$ cat src/rtl/dsk_pkg.sv
package dsk_pkg;

  // I/O port numbers decoded by the register bank
  localparam logic [7:0] PORT_CMD    = 8'h12;
  localparam logic [7:0] PORT_NAME   = 8'h13;
  localparam logic [7:0] PORT_OFF0   = 8'h14;
  localparam logic [7:0] PORT_OFF1   = 8'h15;
  localparam logic [7:0] PORT_DMA_LO = 8'h16;
  localparam logic [7:0] PORT_DMA_HI = 8'h17;
  localparam logic [7:0] PORT_XFER   = 8'h18;
  localparam logic [7:0] PORT_OFF2   = 8'h19;

  // Wire codes of the server protocol
  typedef enum logic [7:0] {
    OP_OPEN_RD  = 8'h01,
    OP_CREATE   = 8'h02,
    OP_APPEND   = 8'h03,
    OP_REWIND   = 8'h04,
    OP_CLOSE    = 8'h05,
    OP_LIST     = 8'h06,
    OP_OPEN_RW  = 8'h07,
    OP_SEEK     = 8'h08,
    OP_BLK_RD   = 8'h10,
    OP_BLK_WR   = 8'h11
  } op_e;

  // Sequencer phases
  typedef enum logic [3:0] {
    S_IDLE,
    S_CODE,
    S_NAME,
    S_NUL,
    S_OFF,
    S_MRD,
    S_MCAP,
    S_WSEND,
    S_STAT,
    S_DATA,
    S_LIST
  } phase_e;

  function automatic logic takes_name(input op_e op);
    return (op == OP_OPEN_RD) || (op == OP_CREATE) ||
           (op == OP_APPEND)  || (op == OP_OPEN_RW);
  endfunction

endpackage

$ cat src/rtl/dsk_regs.sv
module dsk_regs
  import dsk_pkg::*;
#(
  parameter  int NAME_MAX = 16,
  localparam int IDXW     = $clog2(NAME_MAX),
  localparam int LENW     = $clog2(NAME_MAX + 1)
) (
  input  logic            clk,
  input  logic            rst_n,
  input  logic            pw_valid,
  input  logic [7:0]      pw_port,
  input  logic [7:0]      pw_data,
  input  logic            busy,
  input  logic            name_clr,
  input  logic            dma_inc,
  input  logic [IDXW-1:0] name_idx,
  output logic            req_valid,
  output op_e             req_op,
  output logic [LENW-1:0] name_len,
  output logic [7:0]      name_char,
  output logic [23:0]     offset,
  output logic [15:0]     dma
);

  logic       wr_ok;
  logic [7:0] name_mem [NAME_MAX];

  assign wr_ok = pw_valid && !busy;

  // Command decode: only legal codes start the sequencer
  always_comb begin
    req_valid = 1'b0;
    req_op    = OP_CLOSE;
    if (wr_ok) begin
      if (pw_port == PORT_CMD) begin
        case (pw_data)
          8'h01, 8'h02, 8'h03, 8'h04,
          8'h05, 8'h06, 8'h07, 8'h08: begin
            req_valid = 1'b1;
            req_op    = op_e'(pw_data);
          end
          default: ;
        endcase
      end else if (pw_port == PORT_XFER) begin
        if (pw_data == 8'h00) begin
          req_valid = 1'b1;
          req_op    = OP_BLK_RD;
        end else if (pw_data == 8'h01) begin
          req_valid = 1'b1;
          req_op    = OP_BLK_WR;
        end
      end
    end
  end

  // Filename storage: contents need no reset, the length gates use
  always_ff @(posedge clk) begin
    if (wr_ok && pw_port == PORT_NAME && name_len < LENW'(NAME_MAX))
      name_mem[name_len[IDXW-1:0]] <= pw_data;
  end

  always_ff @(posedge clk or negedge rst_n) begin
    if (!rst_n) begin
      name_len <= '0;
    end else if (name_clr) begin
      name_len <= '0;
    end else if (wr_ok && pw_port == PORT_NAME && name_len < LENW'(NAME_MAX)) begin
      name_len <= name_len + LENW'(1);
    end
  end

  assign name_char = name_mem[name_idx];

  // Seek offset bytes
  always_ff @(posedge clk or negedge rst_n) begin
    if (!rst_n) begin
      offset <= '0;
    end else if (wr_ok) begin
      case (pw_port)
        PORT_OFF0: offset[7:0]   <= pw_data;
        PORT_OFF1: offset[15:8]  <= pw_data;
        PORT_OFF2: offset[23:16] <= pw_data;
        default: ;
      endcase
    end
  end

  // DMA pointer: loads only when idle, advances only when busy
  always_ff @(posedge clk or negedge rst_n) begin
    if (!rst_n) begin
      dma <= '0;
    end else if (dma_inc) begin
      dma <= dma + 16'd1;
    end else if (wr_ok && pw_port == PORT_DMA_LO) begin
      dma[7:0] <= pw_data;
    end else if (wr_ok && pw_port == PORT_DMA_HI) begin
      dma[15:8] <= pw_data;
    end
  end

endmodule

$ cat src/rtl/dsk_txsel.sv
module dsk_txsel
  import dsk_pkg::*;
(
  input  phase_e      phase,
  input  op_e         op,
  input  logic [7:0]  name_char,
  input  logic [23:0] offset,
  input  logic [1:0]  off_sel,
  input  logic [7:0]  hold,
  output logic [7:0]  tx_data
);

  always_comb begin
    case (phase)
      S_CODE:  tx_data = op;
      S_NAME:  tx_data = name_char;
      S_OFF: begin
        case (off_sel)
          2'd0:    tx_data = offset[7:0];
          2'd1:    tx_data = offset[15:8];
          default: tx_data = offset[23:16];
        endcase
      end
      S_WSEND: tx_data = hold;
      default: tx_data = 8'h00;
    endcase
  end

endmodule

$ cat src/rtl/dsk_seq.sv
module dsk_seq
  import dsk_pkg::*;
#(
  parameter  int BLK_BYTES = 128,
  parameter  int NAME_MAX  = 16,
  localparam int IDXW      = $clog2(NAME_MAX),
  localparam int LENW      = $clog2(NAME_MAX + 1),
  localparam int CW        = $clog2(BLK_BYTES + NAME_MAX + 1)
) (
  input  logic            clk,
  input  logic            rst_n,
  input  logic            req_valid,
  input  op_e             req_op,
  input  logic [LENW-1:0] name_len,
  input  logic            tx_ready,
  input  logic            rx_valid,
  input  logic [7:0]      rx_data,
  input  logic [7:0]      mem_rdata,
  output phase_e          phase,
  output op_e             op,
  output logic            busy,
  output logic            name_clr,
  output logic [IDXW-1:0] name_idx,
  output logic [1:0]      off_sel,
  output logic [7:0]      hold,
  output logic            dma_inc,
  output logic            tx_valid,
  output logic            rx_ready,
  output logic            mem_we,
  output logic            mem_re,
  output logic            sts_err
);

  logic [CW-1:0] cnt;
  logic          rx_go;
  logic          tx_go;

  assign busy     = (phase != S_IDLE);
  assign tx_valid = (phase == S_CODE) || (phase == S_NAME) || (phase == S_NUL) ||
                    (phase == S_OFF)  || (phase == S_WSEND);
  assign rx_ready = (phase == S_STAT) || (phase == S_DATA) || (phase == S_LIST);
  assign mem_re   = (phase == S_MRD);
  assign tx_go    = tx_valid && tx_ready;
  assign rx_go    = rx_valid && rx_ready;
  assign mem_we   = rx_go && ((phase == S_DATA) || (phase == S_LIST));
  assign dma_inc  = mem_we || (phase == S_MCAP);
  assign name_clr = tx_go && (phase == S_NUL);
  assign name_idx = cnt[IDXW-1:0];
  assign off_sel  = cnt[1:0];

  always_ff @(posedge clk or negedge rst_n) begin
    if (!rst_n) begin
      phase   <= S_IDLE;
      op      <= OP_CLOSE;
      cnt     <= '0;
      hold    <= '0;
      sts_err <= 1'b0;
    end else begin
      case (phase)
        S_IDLE: begin
          if (req_valid) begin
            op    <= req_op;
            cnt   <= '0;
            phase <= S_CODE;
          end
        end
        S_CODE: begin
          if (tx_go) begin
            cnt <= '0;
            if (takes_name(op))
              phase <= (name_len == '0) ? S_NUL : S_NAME;
            else if (op == OP_SEEK)
              phase <= S_OFF;
            else if (op == OP_BLK_WR)
              phase <= S_MRD;
            else
              phase <= S_STAT;
          end
        end
        S_NAME: begin
          if (tx_go) begin
            cnt <= cnt + CW'(1);
            if ((cnt + CW'(1)) == CW'(name_len))
              phase <= S_NUL;
          end
        end
        S_NUL: begin
          if (tx_go) phase <= S_STAT;
        end
        S_OFF: begin
          if (tx_go) begin
            cnt <= cnt + CW'(1);
            if (cnt == CW'(2))
              phase <= S_STAT;
          end
        end
        S_MRD: begin
          phase <= S_MCAP;
        end
        S_MCAP: begin
          hold  <= mem_rdata;
          phase <= S_WSEND;
        end
        S_WSEND: begin
          if (tx_go) begin
            cnt <= cnt + CW'(1);
            phase <= (cnt == CW'(BLK_BYTES - 1)) ? S_STAT : S_MRD;
          end
        end
        S_STAT: begin
          if (rx_go) begin
            sts_err <= rx_data[0];
            cnt     <= '0;
            if (rx_data == 8'h00 && op == OP_BLK_RD)
              phase <= S_DATA;
            else if (rx_data == 8'h00 && op == OP_LIST)
              phase <= S_LIST;
            else
              phase <= S_IDLE;
          end
        end
        S_DATA: begin
          if (rx_go) begin
            cnt <= cnt + CW'(1);
            if (cnt == CW'(BLK_BYTES - 1))
              phase <= S_IDLE;
          end
        end
        S_LIST: begin
          if (rx_go && rx_data == 8'h00)
            phase <= S_IDLE;
        end
        default: phase <= S_IDLE;
      endcase
    end
  end

endmodule

$ cat src/rtl/dsk_cmd_seq.sv
module dsk_cmd_seq
  import dsk_pkg::*;
#(
  parameter int BLK_BYTES = 128,
  parameter int NAME_MAX  = 16
) (
  input  logic        clk,
  input  logic        rst_n,
  input  logic        pw_valid,
  input  logic [7:0]  pw_port,
  input  logic [7:0]  pw_data,
  output logic [7:0]  sts_rd,
  output logic        tx_valid,
  input  logic        tx_ready,
  output logic [7:0]  tx_data,
  input  logic        rx_valid,
  output logic        rx_ready,
  input  logic [7:0]  rx_data,
  output logic [15:0] mem_addr,
  output logic        mem_we,
  output logic [7:0]  mem_wdata,
  output logic        mem_re,
  input  logic [7:0]  mem_rdata
);

  localparam int IDXW = $clog2(NAME_MAX);
  localparam int LENW = $clog2(NAME_MAX + 1);

  logic            busy;
  logic            req_valid;
  op_e             req_op;
  op_e             op;
  phase_e          phase;
  logic [LENW-1:0] name_len;
  logic [7:0]      name_char;
  logic [IDXW-1:0] name_idx;
  logic            name_clr;
  logic [23:0]     offset;
  logic [1:0]      off_sel;
  logic [15:0]     dma;
  logic            dma_inc;
  logic [7:0]      hold;
  logic            sts_err;

  dsk_regs #(.NAME_MAX(NAME_MAX)) u_regs (
    .clk       (clk),
    .rst_n     (rst_n),
    .pw_valid  (pw_valid),
    .pw_port   (pw_port),
    .pw_data   (pw_data),
    .busy      (busy),
    .name_clr  (name_clr),
    .dma_inc   (dma_inc),
    .name_idx  (name_idx),
    .req_valid (req_valid),
    .req_op    (req_op),
    .name_len  (name_len),
    .name_char (name_char),
    .offset    (offset),
    .dma       (dma)
  );

  dsk_seq #(.BLK_BYTES(BLK_BYTES), .NAME_MAX(NAME_MAX)) u_seq (
    .clk       (clk),
    .rst_n     (rst_n),
    .req_valid (req_valid),
    .req_op    (req_op),
    .name_len  (name_len),
    .tx_ready  (tx_ready),
    .rx_valid  (rx_valid),
    .rx_data   (rx_data),
    .mem_rdata (mem_rdata),
    .phase     (phase),
    .op        (op),
    .busy      (busy),
    .name_clr  (name_clr),
    .name_idx  (name_idx),
    .off_sel   (off_sel),
    .hold      (hold),
    .dma_inc   (dma_inc),
    .tx_valid  (tx_valid),
    .rx_ready  (rx_ready),
    .mem_we    (mem_we),
    .mem_re    (mem_re),
    .sts_err   (sts_err)
  );

  dsk_txsel u_txsel (
    .phase     (phase),
    .op        (op),
    .name_char (name_char),
    .offset    (offset),
    .off_sel   (off_sel),
    .hold      (hold),
    .tx_data   (tx_data)
  );

  assign mem_addr  = dma;
  assign mem_wdata = rx_data;
  assign sts_rd    = {busy, 6'b000000, sts_err};

endmodule

$ cat config.mk
export PLATFORM = sky130hd
export DESIGN_NAME = dsk_cmd_seq
export DESIGN_NICKNAME = d
export VERILOG_FILES = /design/src/rtl/dsk_pkg.sv /design/src/rtl/dsk_regs.sv /design/src/rtl/dsk_txsel.sv /design/src/rtl/dsk_seq.sv /design/src/rtl/dsk_cmd_seq.sv
export SDC_FILE = /design/constraint.sdc
export NUM_CORES = 1
export LEC_CHECK = 0
export ABC_AREA = 1
export BUFFER_PORTS_ARGS = -buffer_cell sky130_fd_sc_hd__buf_2
export CAP_MARGIN = 10
export CORE_AREA = 2 2 160 162
export DETAILED_ROUTE_END_ITERATION = 7
export DIE_AREA = 0 0 162 164
export PLACE_DENSITY_LB_ADDON = 0.3
export SYNTH_ARGS = -nofsm -noshare
export SYNTH_HDL_FRONTEND = slang
export SYNTH_SLANG_ARGS = --single-unit
$ cat constraint.sdc
create_clock -name clk -period 2.4 [get_ports clk]
set_input_delay 0.24 -clock clk [delete_from_list [all_inputs] [get_ports clk]]
set_output_delay 0.24 -clock clk [all_outputs]
set_load 0.02 [all_outputs]
==> metrics, run 1 <==
status=finished, violations left; failing checks=negative setup slack; simple-gate portion of the synthesized area=0.216; Synth Flop Type=edfxtp_1; Yosys top cell area share=0.394; hold_sp=rx_valid; Distinct cells, synth=48; worst flop-to-flop path endpoint=u_seq.phase[3]; initial antenna violation count=0; WL/cell=around 18 µm; post-route cell area=11900 µm²; effective utilization at floorplan=0.393; CP Data Arrival Time=2.30 ns; Slew Limit Headroom=0.598; DRT iter0 DRCs=795; row count=58; die area=roughly 27000 µm²; clock buffer depth=3; Worst R2R Path Depth=12; ys async rst share=0.366; vias in the first global route=7611; port bufs=74; critical path type=register to primary output; worst hold stages=3; post-synthesis compound-gate area fraction=0.115; Power Density=918 nW/µm²; VDD IR-drop max=approximately 0.00056 V; Final Slew Violations=0; layout cells sized above 1=0.207; Post-Syn Area per Cell=9.33 µm²; Worst-path clk slew=0.07 ns; slowest cell on the critical path=dfrtp_2; Post-synth EDFFs=128; Pre-antenna DRT Iters=5; Vias/cell=~5.3; Critical Path RT=2.16 ns; CTS sink count=202; largest family of logic cells by synthesized area=simple AND/OR/NAND/NOR gates; max incr delay on CP=~0.43 ns; RSZ-0062 raised after global routing=yes; placed cell area=10600 µm²; Post-DP HPWL=between 15000 and 20000 µm; worst skew pair latency=0.53 ns; Num CTS Buffers=23; max-cap violation count=0; period utilization=1.06; TNS Setup=-0.845 ns; Post-Synth XOR/XNOR Area=0.00897; Gate Count Post-Synth=between 1000 and 1500; Hold EP=u_seq.sts_err; largest area contributor in the netlist=edfxtp_1; Die Wd=162 µm; worst slew pin tran=0.603 ns; Final setup viols=8; global-route wire length before repair=roughly 43000 µm; post-synthesis cell area=9760 µm²; Routability Congestion=0.949; # diodes=0; Pleak=around 0.005 µW; hold crit path type=input port to register; Routed Antenna Nets=0; largest net degree at the start of global routing=45; CP max FO=10; Overall Power=10900 µW; CP Cell Sequence=clkinv_4 > bufbuf_16 > o21ai_1 > o22ai_2 > nand2_1 > nand4_1 > nand2_1 > nand2_1 > buf_2; synth top area cells=edfxtp_1 39%, dfrtp_1 18%, nand2_1 9.5%; detailed-route via count=7909; global route total overflow=0; clk_skew=0.0138 ns; total track usage=0.206; endpoints failing hold=0; # nets final=1205; beginning of the worst register-to-register path=u_seq.cnt[0]; Yosys reg bits=202; CP Capture Type=primary output; Die Ht=164 µm; htree depth=1; CP dominant cell by count=nand2_1; Seq/Total Area, Yosys=0.584; r2r setup slk=0.17 ns; synth warn=0; mux cell area share after synthesis=0.00115; clk root buf=clkbuf_16; CP Launch Type=register; Adder-Cell Fraction of Synth Area=0.0115; Area growth syn-to-layout=22.1%; Setup WS post-layout=-0.143 ns; Core Area=24800 µm²; I/O pin total=81; Tmin final=2.54 ns; CTS tree=done; fmax=393 MHz; post-layout util=0.480; DRC violations left=0; Total Wirelength=between 20000 and 30000 µm
## per-stage QoR
stage / std cells / hold slack (ns) / worst slack [ns]
global placement: 1442 / 0.291 / 0.209
global route: 1506 / 0.0969 / -0.184
detailed placement: 1442 / 0.288 / 0.142
finish: 1506 / 0.0931 / -0.143
floorplan: 1052 / -0.0556 / 0.0844
CTS: 1503 / 0.0890 / -0.109
## cell families (layout without fill, tap and decap cells)
family | Yosys count | after routing
AOI/OAI and AO/OA | 194 | 194
xor gates and xnor gates | 10 | 10
adders and majority gates | 9 | 9
buffers and inverters | 141 | 265
DFF | 202 | 202
muxes | 1 | 1
other | 1 | 6
and+or+nand+nor | 489 | 489
## cell type report
class | instances | area [µm²]
sequential | 202 | 5700
multi-input combinational | 709 | 3600
clock buffer | 25 | 603
timing repair buffer | 133 | 1100
tap | 330 | 413
inverter | 90 | 355
clock inverter | 17 | 159
fill | 2311 | 12900
## report_power, final
| group | switching, µW | internal (µW) |
|---|---|---|
| sequential | 197 | 3860 |
| clock | 1470 | 2050 |
| combinational | 2100 | 1270 |
| total | 3770 | 7180 |
## critical path, delay by kind of cell, from the launching register on
kind	cells	cell delay [ns]
buffers and inverters	3	0.61
AOI/OAI and AO/OA	2	0.24
and+or+nand+nor	4	0.50
DFF	1	0.43
## cells in the final DEF, fill, tap and decap left out, types with 11 or more instances in the layout
cell type    n
nand2_1    245
nor2_1     130
edfxtp_1   128
inv_1       72
dfrtp_1     71
buf_2       68
o21ai_0     57
o21ai_1     44
nand3_1     43
buf_4       38
o22ai_1     32
clkbuf_16   25
nand4_1     19
nand2_2     13
a21oi_1     13
o211ai_1    13
inv_2       11
## worst max path at each step
stage,startpoint,endpoint,slack [ns],cells after the start
after global placement,u_seq.phase[1],u_regs.name_mem[15][4],0.21,9
after global routing,u_seq.cnt[0],tx_data[4],-0.18,9
after detailed placement,u_seq.phase[1],u_regs.name_mem[15][1],0.14,9
final,u_seq.cnt[0],tx_data[6],-0.14,9
after floorplan,u_seq.cnt[0],tx_data[6],0.08,10
after CTS,u_seq.cnt[0],tx_data[6],-0.11,9
## registers in the layout (all words and copies together) (netlist names)
register and count:
u_regs.name_mem 128, u_regs.offset 24, u_regs.dma 16, u_seq.cnt 8
u_seq.hold 8, u_seq.op 8, u_regs.name_len 5, u_seq.phase 4
u_seq.sts_err 1
## repair_timing
action / in CTS / in global routing
pin swaps: 12 / 12
endpoints found under the setup margin: 8 / 20
gates resized for setup: 34 / 29
endpoints found under the hold margin: 49 / 0
setup buffers: 3 / 1
hold buffers: 10 / 0
cloned: 6 / 2
## Yosys cell counts, drive strengths merged, types with 4 or more instances
cell type  count
nor2         143
dfrtp         72
o21ai        111
nand2        259
nand4         20
o211ai        13
buf           29
xor2           6
xnor2          4
a31oi          7
nor4           4
clkbuf        22
o22ai         38
ha             9
inv           87
a21oi         14
nand3         48
a221oi         4
edfxtp       128
nor3           9
## metal layers
layer	up-vias	track usage	share of wire
li1	3790	-	-
met1	3832	0.286	0.44
met2	260	0.343	0.48
met3	27	0.0265	0.061
met4	0	0.0575	0.020
met5	-	0	0
Power figures use the tool's default switching activity.
==> run 2, diff against run 1 <==
--- a/config.mk
+++ b/config.mk
@@ -8,10 +8,11 @@
 export ABC_AREA = 1
 export BUFFER_PORTS_ARGS = -buffer_cell sky130_fd_sc_hd__buf_2
 export CAP_MARGIN = 10
-export CORE_AREA = 2 2 160 162
+export CORE_AREA = 2 2 131 133
 export DETAILED_ROUTE_END_ITERATION = 7
-export DIE_AREA = 0 0 162 164
+export DIE_AREA = 0 0 133 135
 export PLACE_DENSITY_LB_ADDON = 0.3
+export RECOVER_POWER = 50
 export SYNTH_ARGS = -nofsm -noshare
 export SYNTH_HDL_FRONTEND = slang
 export SYNTH_SLANG_ARGS = --single-unit
==> metrics, run 2 (synthesis gave the netlist of run 1 again) <==
status=finished, violations left (unchanged); failing checks=negative setup slack (unchanged); Die Ht=135 µm (was 164 µm); M2 GR Usage=0.472 (was 0.343); VDD IR-drop max=0.000741 V (was 0.000559 V); CP Launch Type=register (unchanged); DP Worst Slack=0.196 ns (was 0.142 ns); CTS sink count=202 (unchanged); beginning of the worst register-to-register path=u_seq.cnt[0] (unchanged); GRT busiest layer=met2 (unchanged); Total Wirelength=26800 µm (was 27500 µm); CTS tree=done (unchanged); crit path launch=u_seq.cnt[0] (unchanged); initial antenna violation count=1 (was 0); DRT iter0 DRCs=965 (was 795); most common cell after layout, fill and taps aside=nand2_1 (unchanged); clock buffer depth=3 (unchanged); WL/cell=19.2 µm (was 18.3 µm); CP Data Arrival Time=2.27 ns (was 2.30 ns); Pleak=0.00476 µW (was 0.00488 µW); Routed Antenna Nets=0 (unchanged); Final Slew Violations=0 (unchanged); worst slew pin tran=1.20 ns (was 0.603 ns); Overall Power=11000 µW (was 10900 µW); layout cells sized above 1=0.198 (was 0.207); Worst-path clk slew=0.06 ns (was 0.07 ns); port bufs=74 (unchanged); commonest non-fill, non-tap cells in the layout=247 x nand2_1, 128 x edfxtp_1, 122 x nor2_1 (was 245 x nand2_1, 130 x nor2_1, 128 x edfxtp_1); die area=18000 µm² (was 26600 µm²); Vias/cell=5.87 (was 5.25); detailed-route via count=8181 (was 7909); # nets final=1205 (unchanged); Cell Count, Final, Fillers Out=1394 (was 1506); worst skew pair latency=0.51 ns (was 0.53 ns); total track usage=0.291 (was 0.206); Slew Limit Headroom=0.201 (was 0.598); Post-DP HPWL=16900 µm (was 18200 µm); Routability Congestion=0.943 (was 0.949); # diodes=0 (unchanged); hold crit path type=input port to register (unchanged); row count=47 (was 58); Area growth syn-to-layout=20.4% (was 22.1%); vias in the first global route=7687 (was 7611); Num CTS Buffers=21 (was 23); clk root buf=clkbuf_16 (unchanged); global route total overflow=0 (unchanged); Setup WS post-layout=-0.107 ns (was -0.143 ns); DRC violations left=0 (unchanged); CP Capture Type=primary output (unchanged); effective utilization at floorplan=0.595 (was 0.393); Critical Path RT=2.16 ns (about the same); endpoints failing hold=0 (unchanged); fillers=1134 (was 2311); global-route wire length before repair=40700 µm (was 42500 µm); period utilization=1.04 (was 1.06); largest net degree at the start of global routing=47 (was 45); RSZ-0062 raised after global routing=yes (unchanged); Core Area=16400 µm² (was 24800 µm²); Final setup viols=8 (unchanged); max-cap violation count=0 (unchanged); htree depth=1 (unchanged); grt met1 use=0.392 (was 0.286); Tmin final=2.51 ns (was 2.54 ns); Pre-antenna DRT Iters=7 (was 5); worst hold stages=3 (unchanged); I/O pin total=81 (unchanged); CP max FO=17 (was 10); critical path type=register to primary output (unchanged); met3 usage=0.0480 (was 0.0265); flip-flop count of the largest register after layout=128 (unchanged); fmax=399 MHz (was 393 MHz); hold_sp=rx_valid (unchanged); total placed cells including tap cells=1333 (was 1442); Die Wd=133 µm (was 162 µm); clk_skew=0.0111 ns (was 0.0138 ns); Worst R2R Path Depth=12 (unchanged); Power Density=938 nW/µm² (was 918 nW/µm²)
run 2: cell count changes in the layout (fill, tap and decap cells not counted), moves of 6 or more:
cell      delta
clkbuf_1    +29
o21ai_0     -18
buf_2       -19
nor2_1       -8
o21ai_2      +9
buf_4        -9
clkinv_2     -6
o21ai_1      +8
run 2: per-layer routing:
layer	share of wire	up-vias
li1	-	3787
met1	0.39	3864
met2	0.47	439
met3	0.096	89
met4	0.040	2
met5	0.00060	-
run 2: critical path, cell delays in order, from the launching register on:
cell and delay, ns:
dfrtp_2 0.49, buf_8 0.18, buf_16 0.17, nor2_4 0.13, o22ai_1 0.10, nand2_1 0.08
nand4_1 0.18, nand2_1 0.14, o211ai_1 0.10, buf_4 0.18
run 2: cell type report:
cell class,instances,area [µm²],area share
sequential,202,5700,0.485
multi-input combinational,709,3700,0.315
timing repair buffer,135,1020,0.0872
clock buffer,28,582,0.0495
inverter,90,349,0.0297
tap,220,275,0.0234
clock inverter,10,123,0.0104
run 2: power breakdown:
part	switching (µW)	internal [µW]
Sequential	210	3860
Combinational	2270	1360
Clock	1390	1940
run 2: metrics by stage:
step	hold slack [ns]	TNS, ns	area (µm²)	util
after floorplan	-0.0556	0	9780	-
after global placement	0.307	0	10500	0.640
after detailed placement	0.301	0	10500	0.640
after CTS	0.0950	-0.332	11500	0.703
after global routing	0.123	-1.21	11800	0.717
final	0.0932	-0.579	11800	0.717
run 2: repair_timing:
action,4_1_cts,5_1_grt
endpoints found under the hold margin,54,0
gates resized for setup,44,73
endpoints found under the setup margin,8,9
hold buffers,10,0
setup buffers,6,1
pin swaps,12,21
cloned,3,4
run 2: final timing paths:
kind,endpoint,slack (ns)
min in group asynchronous,u_seq.sts_err,0.52
max,tx_data[1],-0.11
max in group asynchronous,u_regs.dma[15],0.51
min,u_seq.sts_err,0.09
min reg2reg,u_seq.hold[1],0.49
max reg2reg,u_seq.phase[1],0.05
